### config.mk
export PLATFORM = sky130hd
export DESIGN_NAME = pxrep_seg_splitter
export DESIGN_NICKNAME = d
export VERILOG_FILES = /design/src/rtl/pxrep_pkg.sv /design/src/rtl/pxrep_cfg_check.sv /design/src/rtl/pxrep_seg_bounds.sv /design/src/rtl/pxrep_history.sv /design/src/rtl/pxrep_seg_splitter.sv
export SDC_FILE = /design/constraint.sdc
export NUM_CORES = 1
export LEC_CHECK = 0
export BUFFER_PORTS_ARGS = -buffer_cell sky130_fd_sc_hd__buf_4
export CAP_MARGIN = 20
export CORE_MARGIN = 4
export CORE_UTILIZATION = 45
export DETAILED_ROUTE_END_ITERATION = 12
export GPL_TIMING_DRIVEN = 0
export PLACE_DENSITY = 0.6
export SETUP_SLACK_MARGIN = 0.1
export SYNTH_ARGS = -nofsm -noshare
export SYNTH_HDL_FRONTEND = slang
export SYNTH_HIERARCHICAL = 1
export SYNTH_SLANG_ARGS = --single-unit
### constraint.sdc
create_clock -name clk -period 15.69 [get_ports clk]
set_input_delay 1.569 -clock clk [delete_from_list [all_inputs] [get_ports clk]]
set_output_delay 1.569 -clock clk [all_outputs]
set_load 0.02 [all_outputs]
### src/rtl/pxrep_pkg.sv
package pxrep_pkg;

   typedef enum logic [1:0] {
      PH_IDLE = 2'd0,
      PH_PIX  = 2'd1,
      PH_PAD  = 2'd2
   } phase_t;

   localparam logic [1:0] SEGS_ONE  = 2'd0;
   localparam logic [1:0] SEGS_TWO  = 2'd1;
   localparam logic [1:0] SEGS_FOUR = 2'd2;

endpackage

### src/rtl/pxrep_cfg_check.sv
module pxrep_cfg_check #(
   parameter int WIDTH_W = 12,
   parameter int REP_W   = 4,
   parameter int OVL_W   = 4,
   parameter int OVL_MAX = 8,
   parameter int PAD_W   = 4
) (
   input  logic [WIDTH_W-1:0] width,
   input  logic [REP_W-1:0]   rep,
   input  logic [1:0]         segs,
   input  logic [OVL_W-1:0]   ovl,
   input  logic [PAD_W-1:0]   pad,
   output logic               bad,
   output logic [1:0]         eff_shift,
   output logic [REP_W-1:0]   eff_rep,
   output logic [OVL_W-1:0]   eff_ovl,
   output logic [PAD_W-1:0]   eff_pad,
   output logic [WIDTH_W-1:0] eff_len
);
   import pxrep_pkg::*;

   logic               div_ok;
   logic               ovl_ok;
   logic [WIDTH_W-1:0] len;

   always_comb begin
      unique case (segs)
         SEGS_ONE:  div_ok = 1'b1;
         SEGS_TWO:  div_ok = ~width[0];
         SEGS_FOUR: div_ok = (width[1:0] == 2'b00);
         default:   div_ok = 1'b0;
      endcase
   end

   assign len    = width >> segs;
   assign ovl_ok = (segs == SEGS_ONE) ||
                   ((ovl != '0) && (ovl <= OVL_W'(OVL_MAX)) && (WIDTH_W'(ovl) <= len));
   assign bad    = (segs == 2'd3) || !div_ok || !ovl_ok;

   assign eff_shift = bad ? 2'd0 : segs;
   assign eff_rep   = bad ? '0 : rep;
   assign eff_ovl   = (bad || segs == SEGS_ONE) ? '0 : ovl;
   assign eff_pad   = bad ? '0 : pad;
   assign eff_len   = bad ? width : len;

endmodule

### src/rtl/pxrep_seg_bounds.sv
module pxrep_seg_bounds #(
   parameter int WIDTH_W = 12,
   parameter int OVL_W   = 4
) (
   input  logic [1:0]         seg_idx,
   input  logic [1:0]         seg_last,
   input  logic [WIDTH_W-1:0] seg_len,
   input  logic [OVL_W-1:0]   ovl,
   output logic [WIDTH_W-1:0] first_idx,
   output logic [WIDTH_W-1:0] stop_idx
);
   logic [WIDTH_W-1:0] base;
   logic [WIDTH_W-1:0] ovl_ext;

   assign ovl_ext   = WIDTH_W'(ovl);
   assign base      = (seg_idx[1] ? (seg_len << 1) : '0) + (seg_idx[0] ? seg_len : '0);
   assign first_idx = base - ((seg_idx != 2'd0) ? ovl_ext : '0);
   assign stop_idx  = base + seg_len - WIDTH_W'(1) + ((seg_idx != seg_last) ? ovl_ext : '0);

endmodule

### src/rtl/pxrep_history.sv
module pxrep_history #(
   parameter int DATA_W = 24,
   parameter int DEPTH  = 16,
   parameter int IDX_W  = 4
) (
   input  logic              clk,
   input  logic              push,
   input  logic [DATA_W-1:0] din,
   input  logic [IDX_W-1:0]  rd_idx,
   output logic [DATA_W-1:0] dout
);
   logic [DATA_W-1:0] taps [DEPTH];

   always_ff @(posedge clk) begin
      if (push) begin
         taps[0] <= din;
         for (int i = 1; i < DEPTH; i++) taps[i] <= taps[i-1];
      end
   end

   assign dout = taps[rd_idx];

endmodule

### src/rtl/pxrep_seg_splitter.sv
module pxrep_seg_splitter #(
   parameter int DATA_W  = 24,
   parameter int WIDTH_W = 12,
   parameter int REP_W   = 4,
   parameter int OVL_MAX = 8,
   parameter int OVL_W   = 4,
   parameter int PAD_W   = 4
) (
   input  logic               clk,
   input  logic               rst_n,
   input  logic               in_valid,
   output logic               in_ready,
   input  logic               in_sol,
   input  logic [DATA_W-1:0]  in_data,
   input  logic [WIDTH_W-1:0] cfg_width,
   input  logic [REP_W-1:0]   cfg_rep,
   input  logic [1:0]         cfg_segs,
   input  logic [OVL_W-1:0]   cfg_ovl,
   input  logic [PAD_W-1:0]   cfg_pad,
   output logic               out_valid,
   output logic [DATA_W-1:0]  out_data,
   output logic [1:0]         out_seg,
   output logic               out_first,
   output logic               out_last,
   output logic               out_pad,
   output logic               cfg_err
);
   import pxrep_pkg::*;

   localparam int HIST_D = 2 * OVL_MAX;
   localparam int HIST_W = (HIST_D > 1) ? $clog2(HIST_D) : 1;

   if (DATA_W < 1 || REP_W < 1 || PAD_W < 1) begin : g_bad_width
      $error("pxrep_seg_splitter: field widths must be at least one bit");
   end
   if (OVL_MAX < 1 || OVL_MAX >= (1 << OVL_W)) begin : g_bad_ovl
      $error("pxrep_seg_splitter: OVL_MAX must be 1 or more and fit in OVL_W bits");
   end
   if (WIDTH_W < OVL_W + 2) begin : g_bad_line
      $error("pxrep_seg_splitter: WIDTH_W too narrow for four segments with overlap");
   end

   // Configuration captured at line start
   logic [1:0]         shift_q;
   logic [REP_W-1:0]   rep_q;
   logic [OVL_W-1:0]   ovl_q;
   logic [PAD_W-1:0]   pad_q;
   logic [WIDTH_W-1:0] len_q;
   logic               err_q;

   // Sequencer state
   phase_t             phase_q;
   logic [1:0]         seg_q;
   logic [WIDTH_W-1:0] idx_q;
   logic [WIDTH_W-1:0] cons_q;
   logic [REP_W-1:0]   rep_cnt_q;
   logic [PAD_W-1:0]   pad_cnt_q;

   // Checked configuration from the ports
   logic               chk_bad;
   logic [1:0]         chk_shift;
   logic [REP_W-1:0]   chk_rep;
   logic [OVL_W-1:0]   chk_ovl;
   logic [PAD_W-1:0]   chk_pad;
   logic [WIDTH_W-1:0] chk_len;

   pxrep_cfg_check #(
      .WIDTH_W(WIDTH_W), .REP_W(REP_W), .OVL_W(OVL_W), .OVL_MAX(OVL_MAX), .PAD_W(PAD_W)
   ) u_cfg (
      .width(cfg_width), .rep(cfg_rep), .segs(cfg_segs), .ovl(cfg_ovl), .pad(cfg_pad),
      .bad(chk_bad), .eff_shift(chk_shift), .eff_rep(chk_rep), .eff_ovl(chk_ovl),
      .eff_pad(chk_pad), .eff_len(chk_len)
   );

   logic [1:0]         seg_last;
   logic [WIDTH_W-1:0] cur_first;
   logic [WIDTH_W-1:0] cur_stop;
   logic [WIDTH_W-1:0] nxt_first;

   assign seg_last = {shift_q[1], |shift_q};

   pxrep_seg_bounds #(.WIDTH_W(WIDTH_W), .OVL_W(OVL_W)) u_bounds (
      .seg_idx(seg_q), .seg_last(seg_last), .seg_len(len_q), .ovl(ovl_q),
      .first_idx(cur_first), .stop_idx(cur_stop)
   );

   // Next segment opens 2*O before the current stop plus one
   assign nxt_first = cur_stop + WIDTH_W'(1) - (WIDTH_W'(ovl_q) << 1);

   logic               in_pix;
   logic               in_padph;
   logic               fetch;
   logic               fire;
   logic               rep_done;
   logic               pad_done;
   logic               seg_more;
   logic [DATA_W-1:0]  hist_dout;
   logic [DATA_W-1:0]  pix_val;
   logic [HIST_W-1:0]  hist_idx;

   assign in_pix   = (phase_q == PH_PIX);
   assign in_padph = (phase_q == PH_PAD);
   assign fetch    = in_pix && (idx_q == cons_q);
   assign in_ready = (phase_q == PH_IDLE) ? (in_valid && !in_sol) : fetch;
   assign fire     = in_pix ? (fetch ? in_valid : 1'b1) : in_padph;
   assign rep_done = (rep_cnt_q == rep_q);
   assign pad_done = (pad_cnt_q == pad_q - PAD_W'(1));
   assign seg_more = (seg_q != seg_last);
   assign hist_idx = HIST_W'(cons_q - idx_q - WIDTH_W'(1));

   pxrep_history #(.DATA_W(DATA_W), .DEPTH(HIST_D), .IDX_W(HIST_W)) u_hist (
      .clk(clk), .push(fetch && in_valid), .din(in_data), .rd_idx(hist_idx), .dout(hist_dout)
   );

   assign pix_val = fetch ? in_data : hist_dout;

   always_ff @(posedge clk or negedge rst_n) begin
      if (!rst_n) begin
         phase_q   <= PH_IDLE;
         shift_q   <= '0;
         rep_q     <= '0;
         ovl_q     <= '0;
         pad_q     <= '0;
         len_q     <= '0;
         err_q     <= 1'b0;
         seg_q     <= '0;
         idx_q     <= '0;
         cons_q    <= '0;
         rep_cnt_q <= '0;
         pad_cnt_q <= '0;
      end else begin
         unique case (phase_q)
            PH_IDLE: begin
               if (in_valid && in_sol) begin
                  shift_q   <= chk_shift;
                  rep_q     <= chk_rep;
                  ovl_q     <= chk_ovl;
                  pad_q     <= chk_pad;
                  len_q     <= chk_len;
                  err_q     <= chk_bad;
                  seg_q     <= '0;
                  idx_q     <= '0;
                  cons_q    <= '0;
                  rep_cnt_q <= '0;
                  pad_cnt_q <= '0;
                  phase_q   <= PH_PIX;
               end
            end
            PH_PIX: begin
               if (fire) begin
                  if (fetch) cons_q <= cons_q + WIDTH_W'(1);
                  if (!rep_done) begin
                     rep_cnt_q <= rep_cnt_q + REP_W'(1);
                  end else begin
                     rep_cnt_q <= '0;
                     if (idx_q != cur_stop) begin
                        idx_q <= idx_q + WIDTH_W'(1);
                     end else if (pad_q != '0) begin
                        pad_cnt_q <= '0;
                        phase_q   <= PH_PAD;
                     end else if (seg_more) begin
                        seg_q <= seg_q + 2'd1;
                        idx_q <= nxt_first;
                     end else begin
                        phase_q <= PH_IDLE;
                     end
                  end
               end
            end
            PH_PAD: begin
               if (!pad_done) begin
                  pad_cnt_q <= pad_cnt_q + PAD_W'(1);
               end else if (seg_more) begin
                  seg_q   <= seg_q + 2'd1;
                  idx_q   <= nxt_first;
                  phase_q <= PH_PIX;
               end else begin
                  phase_q <= PH_IDLE;
               end
            end
            default: phase_q <= PH_IDLE;
         endcase
      end
   end

   // Registered output beat
   always_ff @(posedge clk or negedge rst_n) begin
      if (!rst_n) begin
         out_valid <= 1'b0;
         out_data  <= '0;
         out_seg   <= '0;
         out_first <= 1'b0;
         out_last  <= 1'b0;
         out_pad   <= 1'b0;
      end else begin
         out_valid <= fire;
         if (fire && in_pix) begin
            out_data  <= pix_val;
            out_seg   <= seg_q;
            out_first <= (idx_q == cur_first) && (rep_cnt_q == '0);
            out_last  <= (idx_q == cur_stop) && rep_done && (pad_q == '0);
            out_pad   <= 1'b0;
         end else if (fire) begin
            out_seg   <= seg_q;
            out_first <= 1'b0;
            out_last  <= pad_done;
            out_pad   <= 1'b1;
         end
      end
   end

   assign cfg_err = err_q;

endmodule

==> impl_metrics.yaml, run 1 <==
clock_network:
  numCtsBuffers: 50
  cts_root_buffer: "clkbuf_16"
  cts_tree: "yes"
  clock_latency_ps: 610
  path_clk_slew_ps: 70
  post_cts_buffers: 0
  cts.sinks: 477
  postCtsHoldBufs: 0
  htreeDepth: 2
  ctsResizeCount: 0
  cts_buffer_depth: 3
timing:
  fmax_mhz: 139.9
  hold_viol: 0
  finalSetupTns_ps: 0
  max_slew_margin_pct: 31.83
  skew_ps: 29.67
  setup_viol: 0
  final_max_slew_viol_count: 0
  rsz0062_at_grt: "false"
  fin_crit_ps: 7149
  worstMarginPinSlew_ps: 1022
  fin_crit_sh_pct: 45.57
global_routing:
  grt_usage_pct: 18.97
  grt_max_degree: 73
  grt_pass1_wl_um: 80990
  grt_pass1_vias: 14160
  grt-busiest-layer: "met2"
  met2_usage_pct: 31.20
  grt-ovfl-total: 0
  use_met3_pct: 3.366
  grtUsageMet1_pct: 26.56
  antenna_found_initial: 0
synthesis:
  synth_top_family_by_area: "multiplexers"
  yosys_warnings: 6
  synth_compound_area_share_pct: 8.253
  synth_xor_xnor_area_share_pct: 3.361
  synth-simple-area-share_pct: 6.958
  synth-async-reset-ratio_pct: 19.50
  synth_flop_cell: "edfxtp_1"
  muxShareOfSynthArea_pct: 12.87
  synth_area_mm2: 0.02289
  synth_fa_ha_area_share_pct: 4.799
  syn_avg_cell_area_um2: 14.61
  syn-num-nets: 1704
  synthCells: 1567
  synth_seq_cells: 477
  synth_cell_types: 85
  synth_edf_count: 384
  yosysSeqAreaShare_pct: 60.54
place:
  place_area_mm2: 0.02454
  portBuffers: 82
  hpwl_um: 34590
  routabilityCongestion: 0.8521
floorplanning:
  coreArea_mm2: 0.05027
  die_h_um: 233.5
  ios: 86
  initial_utilization_pct: 45.54
  fp-row-count: 82
  fp.dieArea_mm2: 0.05454
  dieWidth_um: 233.5
drt:
  wl_um: 51780
  drc_errors: 0
  drtAntennaViolNets: 0
  wl_per_cell_um: 21.38
  drt_first_iter_violations: 1268
  viasPerCell: 5.681
  vias: 13760
  firstDrtPassIters: 5
final_layout:
  nets: 1845
  design_area_mm2: 0.02623
  layout_common_cells: "384 x edfxtp_1, 127 x nand2_1, 96 x mux4_2"
  area_growth_pct: 14.57
  drive_gt1_share_pct: 21.03
  final_common_cell: "edfxtp_1"
  fillers: 4262
  finalCoreUtilization_pct: 52.17
  regArea_mm2: 0.01386
  multi_input_area_mm2: 0.008299
  antennaDiodeCount: 0
worst_setup_path:
  arrival_ps: 7620
  critPathKind: "reg2reg"
  r2r_setup_slack_ps: 8540
  worstSetupStartpointType: "register"
  crit_fanout: 10
  cp-end-kind: "register"
  worst_ep_required_time_ps: 16160
flow_run:
  cap_violations: 0
run_status:
  status: "completed"
min_path:
  hp-class: "reg2reg"
[area by class of cell]
| type | count | share of cell area (%) |
|---|---|---|
| timing repair buffer | 89 | 3.053 |
| buffer | 82 | 1.608 |
| tap | 672 | 3.206 |
| clock buffer | 69 | 5.348 |
| inverter | 84 | 1.202 |
| sequential | 477 | 52.84 |
| clock inverter | 25 | 1.102 |
| multi-input combinational | 924 | 31.64 |
[final timing paths]
check | startpoint | end | cells past startpoint
max | seg_q[0]$_DFFE_PN0P_ | idx_q[5]$_DFFE_PN0P_ | 27
min | u_hist/taps[7][21]$_DFFE_PP_ | u_hist/taps[8][21]$_DFFE_PP_ | 0
max reg2reg | seg_q[0]$_DFFE_PN0P_ | idx_q[5]$_DFFE_PN0P_ | 27
min reg2reg | u_hist/taps[7][21]$_DFFE_PP_ | u_hist/taps[8][21]$_DFFE_PP_ | 0
max in group asynchronous | rst_n | out_data[0]$_DFFE_PN0P_ | 2
min in group asynchronous | rst_n | len_q[9]$_DFFE_PN0P_ | 1
[flip-flops by register name, summed over array words and instances, names as in the netlist, 2 cells and up]
| signal | flops |
|---|---|
| pad_q | 4 |
| shift_q | 2 |
| cons_q | 12 |
| rep_cnt_q | 4 |
| pad_cnt_q | 4 |
| u_hist/taps | 384 |
| phase_q | 2 |
| ovl_q | 4 |
| rep_q | 4 |
| out_data | 24 |
| len_q | 12 |
| seg_q | 2 |
| idx_q | 12 |
| out_seg | 2 |
[worst max-delay path, stage by stage, from the launching register on]
cell and delay, ps:
dfrtp_1 530, clkbuf_1 390, clkbuf_1 380, and2_1 190, ha_1 180, inv_1 70, fa_1 450, nand2b_1 180
nand2b_1 80, a21oi_1 70, xnor2_1 310, inv_1 80, ha_1 280, inv_1 40, ha_1 280, ha_1 350
nand2_1 80, o21ai_0 100, o41ai_1 430, o21ai_0 210, xnor2_1 390, xor2_1 140, nor4_2 670, a31o_2 340
buf_2 250, o22ai_1 110, a221oi_1 310, o21ai_0 120
[metrics by stage]
| stage | setup slack (ps) | std cells | hold WS (ps) |
|---|---|---|---|
| floorplan | 4411 | 1567 | 420.7 |
| global placement | 1070 | 2321 | 423.2 |
| CTS | 8543 | 2422 | 419.6 |
| global route | 7928 | 2422 | 438.2 |
| finish | 8541 | 2422 | 429.0 |
| detailed placement | 8583 | 2328 | 428.0 |
[cells by family (layout without fill, tap and decap cells)]
logic type,count (synthesis),count (layout)
multiplexers,170,170
flip-flops,477,477
buffers and inverters,166,349
XOR/XNOR,87,87
AND/OR/NAND/NOR,311,311
adder cells (fa/ha/maj),83,83
AO/OA/AOI/OAI,273,273
[routing by layer]
| layer | share of wire (%) | wire length, µm | vias to the layer above |
|---|---|---|---|
| li1 | - | - | 6323 |
| met1 | 45 | 23140 | 7022 |
| met2 | 49 | 25130 | 361 |
| met3 | 5.3 | 2724 | 54 |
| met4 | 1.5 | 788 | 0 |
| met5 | 0 | 0 | - |
[Yosys cell counts, types with 5 or more instances]
library cell    n  share of area (%)
a21o_1         10               0.33
a21oi_1        45               0.98
a22o_1         16               0.61
a22oi_1        50                1.6
a31oi_1        10               0.27
and2_1         23               0.63
and3_1          8               0.22
buf_2          31               0.68
buf_6           9               0.44
clkbuf_1       40               0.66
dfrtp_1        93                 10
edfxtp_1      384                 50
fa_1            8               0.70
ha_1           75                4.1
inv_1          83                1.4
mux2_2         33                1.6
mux2i_1        39                1.7
mux4_2         96                9.4
nand2_1       127                2.1
nand2b_1        9               0.25
nand3_1        21               0.46
nand4_1        13               0.36
nor2_1         39               0.64
nor2b_1         5               0.14
nor3_1         18               0.39
nor3b_1         5               0.16
nor4_1         10               0.27
o211ai_1        5               0.16
o21ai_0        60                1.3
o21bai_1        6               0.20
o22ai_1        13               0.36
o31ai_1         8               0.26
xnor2_1        49                1.9
xor2_1         37                1.4
Power of run 1 is left out: the tool's default activity adds up to more than one toggle a clock period on the data nets, which glitch-free logic cannot reach.
==> run 2, diff against run 1 <==
Settings changed: ABC_AREA from default to 1, PLACE_DENSITY 0.6 to 0.62.
Clock period 15.69 ns to 5.81 ns, I/O delays scaled along.
==> run 2 against run 1 <==
Net effect:
- count of clock-buffer cells in the layout unchanged
- clock skew down 1.7 ps
- synthesized area up 12%
- critical path type unchanged
- die area up 12%
- critical path depth up 5
- first-iteration DRC count up 39%
==> impl_metrics.yaml, run 2 <==
run_status:
  status: "completed"
final_layout:
  largest_reg_flops: 384
  final_cells: 3889
  final_common_cell: "nand2_1"
  layout_common_cells: "945 x nand2_1, 474 x inv_1, 384 x edfxtp_1"
  regMostFlops: "u_hist/taps"
  fillers: 5228
  nets: 3233
  regArea_mm2: 0.01386
  drive_gt1_share_pct: 12.32
  area_growth_pct: 14.45
  largestRegisters: "u_hist/taps: 384 flops, out_data: 24 flops"
  multi_input_area_mm2: 0.009495
  antennaDiodeCount: 0
global_routing:
  grt_max_degree: 64
  grt_usage_pct: 22.15
  grt_pass1_wl_um: 105200
  antenna_found_initial: 0
  grt_pass1_vias: 18930
  grt-ovfl-total: 0
synthesis:
  yosysSeqAreaShare_pct: 53.95
  synth_flop_cell: "edfxtp_1"
  synth_edf_count: 384
  synth_seq_cells: 477
  synthCells: 2939
  netlist_top_cells_count: "946 x nand2_1, 474 x inv_1, 384 x edfxtp_1"
  synth_area_leader_cell: "edfxtp_1"
  yosys_warnings: 6
  synth_area_leaders: "edfxtp_1 45%, nand2_1 14%, dfrtp_1 9.1%, nand3_1 7.4%, inv_1 6.9%"
  synth-async-reset-ratio_pct: 19.50
  synth_top_area_share_pct: 44.89
  yosysMostFrequentCell: "nand2_1"
  synth_cell_types: 51
  syn-num-nets: 3076
  synth_area_mm2: 0.02569
  syn_avg_cell_area_um2: 8.740
worst_setup_path:
  worst_ep_required_time_ps: 6310
  cp-end-kind: "register"
  critPathKind: "reg2reg"
  worstSetupStartpointType: "register"
  cp_slowest_cell: "fa_1"
  slowest_delay_ps: 460
  arrival_ps: 5820
  crit_fanout: 10
drt:
  drc_errors: 0
  wl_um: 68490
  drtAntennaViolNets: 0
  wl_per_cell_um: 17.61
  vias: 19570
  drt_first_iter_violations: 1763
  viasPerCell: 5.033
  firstDrtPassIters: 5
floorplanning:
  die_h_um: 246.9
  dieWidth_um: 246.9
  fp-row-count: 87
  ios: 86
  initial_utilization_pct: 45.47
  coreArea_mm2: 0.05650
  fp.dieArea_mm2: 0.06097
timing:
  fin_crit_ps: 5325
  skew_ps: 28.00
  fmax_mhz: 187.8
  final_max_slew_viol_count: 0
  fin_crit_sh_pct: 91.66
  max_slew_margin_pct: 40.98
  setup_viol: 0
  worstMarginPinSlew_ps: 885.3
  hold_viol: 0
  rsz0062_at_grt: "false"
clock_network:
  htreeDepth: 2
  cts_tree: "yes"
  path_clk_slew_ps: 60
  cts.sinks: 477
  cts_root_buffer: "clkbuf_16"
  numCtsBuffers: 51
  clock_latency_ps: 610
  cts_buffer_depth: 3
place:
  routabilityCongestion: 0.8906
  portBuffers: 84
  dp_cells: 3794
  hpwl_um: 51250
flow_run:
  cap_violations: 0
min_path:
  hp-class: "in2reg"
## run 2: changes by cell type after synthesis, moves of 20 or more
cell     delta
mux4_2     -96
o21ai_0    -29
nand2_1   +819
and2_1     -22
buf_2      +25
inv_1     +391
nand3_1   +361
a22oi_1    -50
xnor2_1    -30
nor2_1    +103
buf_4      +20
mux2i_1    -39
## run 2: area by class of cell
| type | instances | share of cell area, % |
|---|---|---|
| well taps | 756 | 3.218 |
| repair buffers | 104 | 3.430 |
| inverters | 490 | 6.261 |
| clock inverters | 21 | 0.5958 |
| clock buffers | 69 | 4.711 |
| multi-input cells | 1854 | 32.30 |
| flip-flops and latches | 477 | 47.15 |
| plain buffers | 118 | 2.337 |
## run 2: logic make-up (layout without fill, tap and decap cells)
family / after synthesis / in the layout / synth area share, %
AND/OR/NAND/NOR: 1568 / 1568 / 26.08
buffers and inverters: 608 / 802 / 9.718
flip-flops: 477 / 477 / 53.95
AO/OA/AOI/OAI: 125 / 125 / 3.054
adder cells (fa/ha/maj): 83 / 83 / 4.277
XOR/XNOR: 57 / 57 / 2.002
multiplexers: 21 / 21 / 0.9207
## run 2: what timing repair did
action | CTS | global route
hold endpoints to repair | 30 | 0
hold buffers | 1 | 0
setup buffers | 1 | 3
pin swaps | 1 | 4
gates resized for setup | 13 | 26
setup endpoints to repair | 21 | 21
## run 2: through the flow
step | utilization [%] | cell area (µm²) | setup TNS (ps) | worst slack (ps) | hold WS, ps
after detailed placement | 48.96 | 27660 | -7890 | -467.1 | 432.1
after floorplan | - | 25740 | -649730 | -1692 | 285.4
after global placement | 48.36 | 27320 | -1617660 | -4248 | 427.6
after CTS | 51.81 | 29270 | 0 | 139.9 | 126.5
final | 52.04 | 29400 | 0 | 484.6 | 167.4
after global routing | 52.04 | 29400 | 0 | 96.07 | 142.0
## run 2: critical path: cells and delay by family, from the launching register on
family / cells / cell delay [ps]
AO/OA/AOI/OAI: 1 / 170
XOR/XNOR: 2 / 340
adder cells (fa/ha/maj): 6 / 1970
buffers and inverters: 7 / 750
flip-flops: 1 / 420
AND/OR/NAND/NOR: 16 / 1590
## run 2: path summary, 6_finish.rpt
kind	from	end	slack, ps	cells past startpoint
max in group asynchronous	rst_n	seg_q[0]$_DFFE_PN0P_	4650	3
max	seg_q[0]$_DFFE_PN0P_	idx_q[10]$_DFFE_PN0P_	480	32
min in group asynchronous	rst_n	pad_q[3]$_DFFE_PN0P_	480	2
min	in_data[4]	u_hist/taps[0][4]$_DFFE_PP_	170	1
max reg2reg	seg_q[0]$_DFFE_PN0P_	idx_q[10]$_DFFE_PN0P_	480	32
min reg2reg	u_hist/taps[2][19]$_DFFE_PP_	u_hist/taps[3][19]$_DFFE_PP_	420	0
## run 2: layer usage
layer | global-route usage [%] | part of all wire [%]
met4 | 7.325 | 3.1
met3 | 3.242 | 5.2
met1 | 28.26 | 42
met5 | 0 | 0
met2 | 38.76 | 50
Power of run 2 is left out for the same reason.
==> run 3, diff against run 2 <==
Settings changed: CORE_UTILIZATION 45 to 35, PLACE_DENSITY 0.62 to 0.51.
==> run 3 against run 2 <==
Net effect:
- die area up 28%
- worst hold slack worse by 23 ps
- count of clock-buffer cells in the layout down 2
- final area up 1.8%
- sequential cell count unchanged
- global-route usage down 3.8 points
- setup slack worse by 20 ps
- utilization down 11 points
- clock skew up 5.1 ps
==> impl_metrics.yaml, run 3 (synthesized netlist as in run 2, its figures left out) <==
worst_setup_path:
  r2r_setup_slack_ps: 460
  worst_ep_required_time_ps: 6290
  cp_slowest_cell: "fa_1"
  crit_start: "seg_q[1]$_DFFE_PN0P_"
  reg2regPathDepth: 33
  worstSetupStartpointType: "register"
  crit_fanout: 10
  arrival_ps: 5830
  slowest_delay_ps: 460
  rr_startpoint: "seg_q[1]$_DFFE_PN0P_"
  crit_end: "pad_cnt_q[0]$_DFFE_PN0P_"
  critPathKind: "reg2reg"
  cp-end-kind: "register"
  cpMostUsedCell: "inv_1"
  timing.rr.end: "pad_cnt_q[0]$_DFFE_PN0P_"
floorplanning:
  coreArea_mm2: 0.07283
  fp-row-count: 99
  fp.dieArea_mm2: 0.07779
  initial_utilization_pct: 35.27
  ios: 86
  dieWidth_um: 278.9
  die_h_um: 278.9
drt:
  m1WireLength_um: 31640
  wl_per_cell_um: 17.65
  wl_met2_um: 36330
  drtAntennaViolNets: 0
  vias: 19470
  wl_um: 72430
  firstDrtPassIters: 5
  drc_errors: 0
  wl_met3_um: 2898
  top_layer_used: "met4"
  viasPerCell: 4.745
  drt_first_iter_violations: 1443
min_path:
  hp-class: "in2reg"
final_layout:
  layout_common_cells: "942 x nand2_1, 473 x inv_1, 384 x edfxtp_1"
  area_growth_pct: 16.48
  regMostFlops: "u_hist/taps"
  design_area_mm2: 0.02992
  drive_gt1_share_pct: 13.16
  final_common_cell: "nand2_1"
  largest_reg_flops: 384
  nets: 3237
  largestRegisters: "u_hist/taps: 384 flops, out_data: 24 flops"
  antennaDiodeCount: 0
clock_network:
  clock_latency_ps: 620
  htreeDepth: 2
  path_clk_slew_ps: 60
  cts.sinks: 477
  cts_buffer_depth: 3
  cts_tree: "yes"
  numCtsBuffers: 54
  cts_root_buffer: "clkbuf_16"
place:
  place_area_mm2: 0.02791
  hpwl_um: 53950
  pre_cts_slack_ps: -672.9
  routabilityCongestion: 0.8900
  portBuffers: 84
run_status:
  status: "completed"
timing:
  finalSetupTns_ps: 0
  hold_viol: 0
  hold_ws_ps: 143.9
  setup_viol: 0
  max_slew_margin_pct: 38.19
  final_max_slew_viol_count: 0
  fin_crit_ps: 5346
  worstMarginPinSlew_ps: 927.1
  fin_crit_sh_pct: 92.01
  fmax_mhz: 187.1
  setup_ws_ps: 464.3
  skew_ps: 33.07
  rsz0062_at_grt: "false"
global_routing:
  grt-ovfl-total: 0
  grt_usage_pct: 18.34
  grt_max_degree: 64
  grt_pass1_wl_um: 112100
  grt_pass1_vias: 19280
  antenna_found_initial: 0
flow_run:
  cap_violations: 0
## run 3: cell count changes in the layout (fill, tap and decap cells not counted), sizes merged
cell / change
clkbuf: -3
buf: +2
clkinv: +11
bufinv: +1
inv: +1
## run 3: through the flow
stage,utilization [%],instances
finish,41.08,4104
detailed placement,38.31,3997
CTS,40.84,4102
global route,41.08,4104
floorplan,-,2939
global placement,37.86,3982
## run 3: worst min-delay path by stage
stage          slack, ps  cells after the start                    startpoint                           end
2_1_floorplan        290                      0                         rst_n           cfg_err$_DFFE_PN0P_
3_5_place_dp         430                      0  u_hist/taps[0][11]$_DFFE_PP_  u_hist/taps[1][11]$_DFFE_PP_
6_report             140                      1                    in_data[5]   u_hist/taps[0][5]$_DFFE_PP_
4_1_cts              110                      1                    in_data[5]   u_hist/taps[0][5]$_DFFE_PP_
5_1_grt              110                      1                   in_data[22]  u_hist/taps[0][22]$_DFFE_PP_
3_3_place_gp         430                      0   u_hist/taps[9][2]$_DFFE_PP_  u_hist/taps[10][2]$_DFFE_PP_
## run 3: repair_timing
action | in CTS | in global routing
resized for setup | 15 | 36
hold endpoints to repair | 30 | 0
endpoints found under the setup margin | 21 | 21
pin swaps | 1 | 4
hold buffers | 1 | 0
buffers inserted | 3 | 2
gates cloned | 0 | 0
## run 3: per-layer routing
layer / vias up / global-route usage [%]
met5: - / 0
met4: 0 / 4.107
met3: 89 / 2.575
met2: 372 / 32.74
met1: 9265 / 23.72
li1: 9746 / -
## run 3: layout make-up
type | count | area (µm²)
plain buffers | 118 | 694.4
clock buffers | 67 | 1494
clock inverters | 34 | 270.3
fillers | 7321 | 42920
inverters | 490 | 1841
multi-input cells | 1854 | 9550
flip-flops and latches | 477 | 13860
well taps | 959 | 1200
repair buffers | 105 | 1008
## run 3: critical path: cells and delay by family, from the launching register on
| family | cells | cell delay [ps] |
|---|---|---|
| flops | 1 | 430 |
| compound gates | 3 | 300 |
| fa+ha+maj | 5 | 1570 |
| buf+inv | 8 | 810 |
| xor+xnor | 1 | 200 |
| simple gates | 16 | 1880 |
Power of run 3 is left out for the same reason.
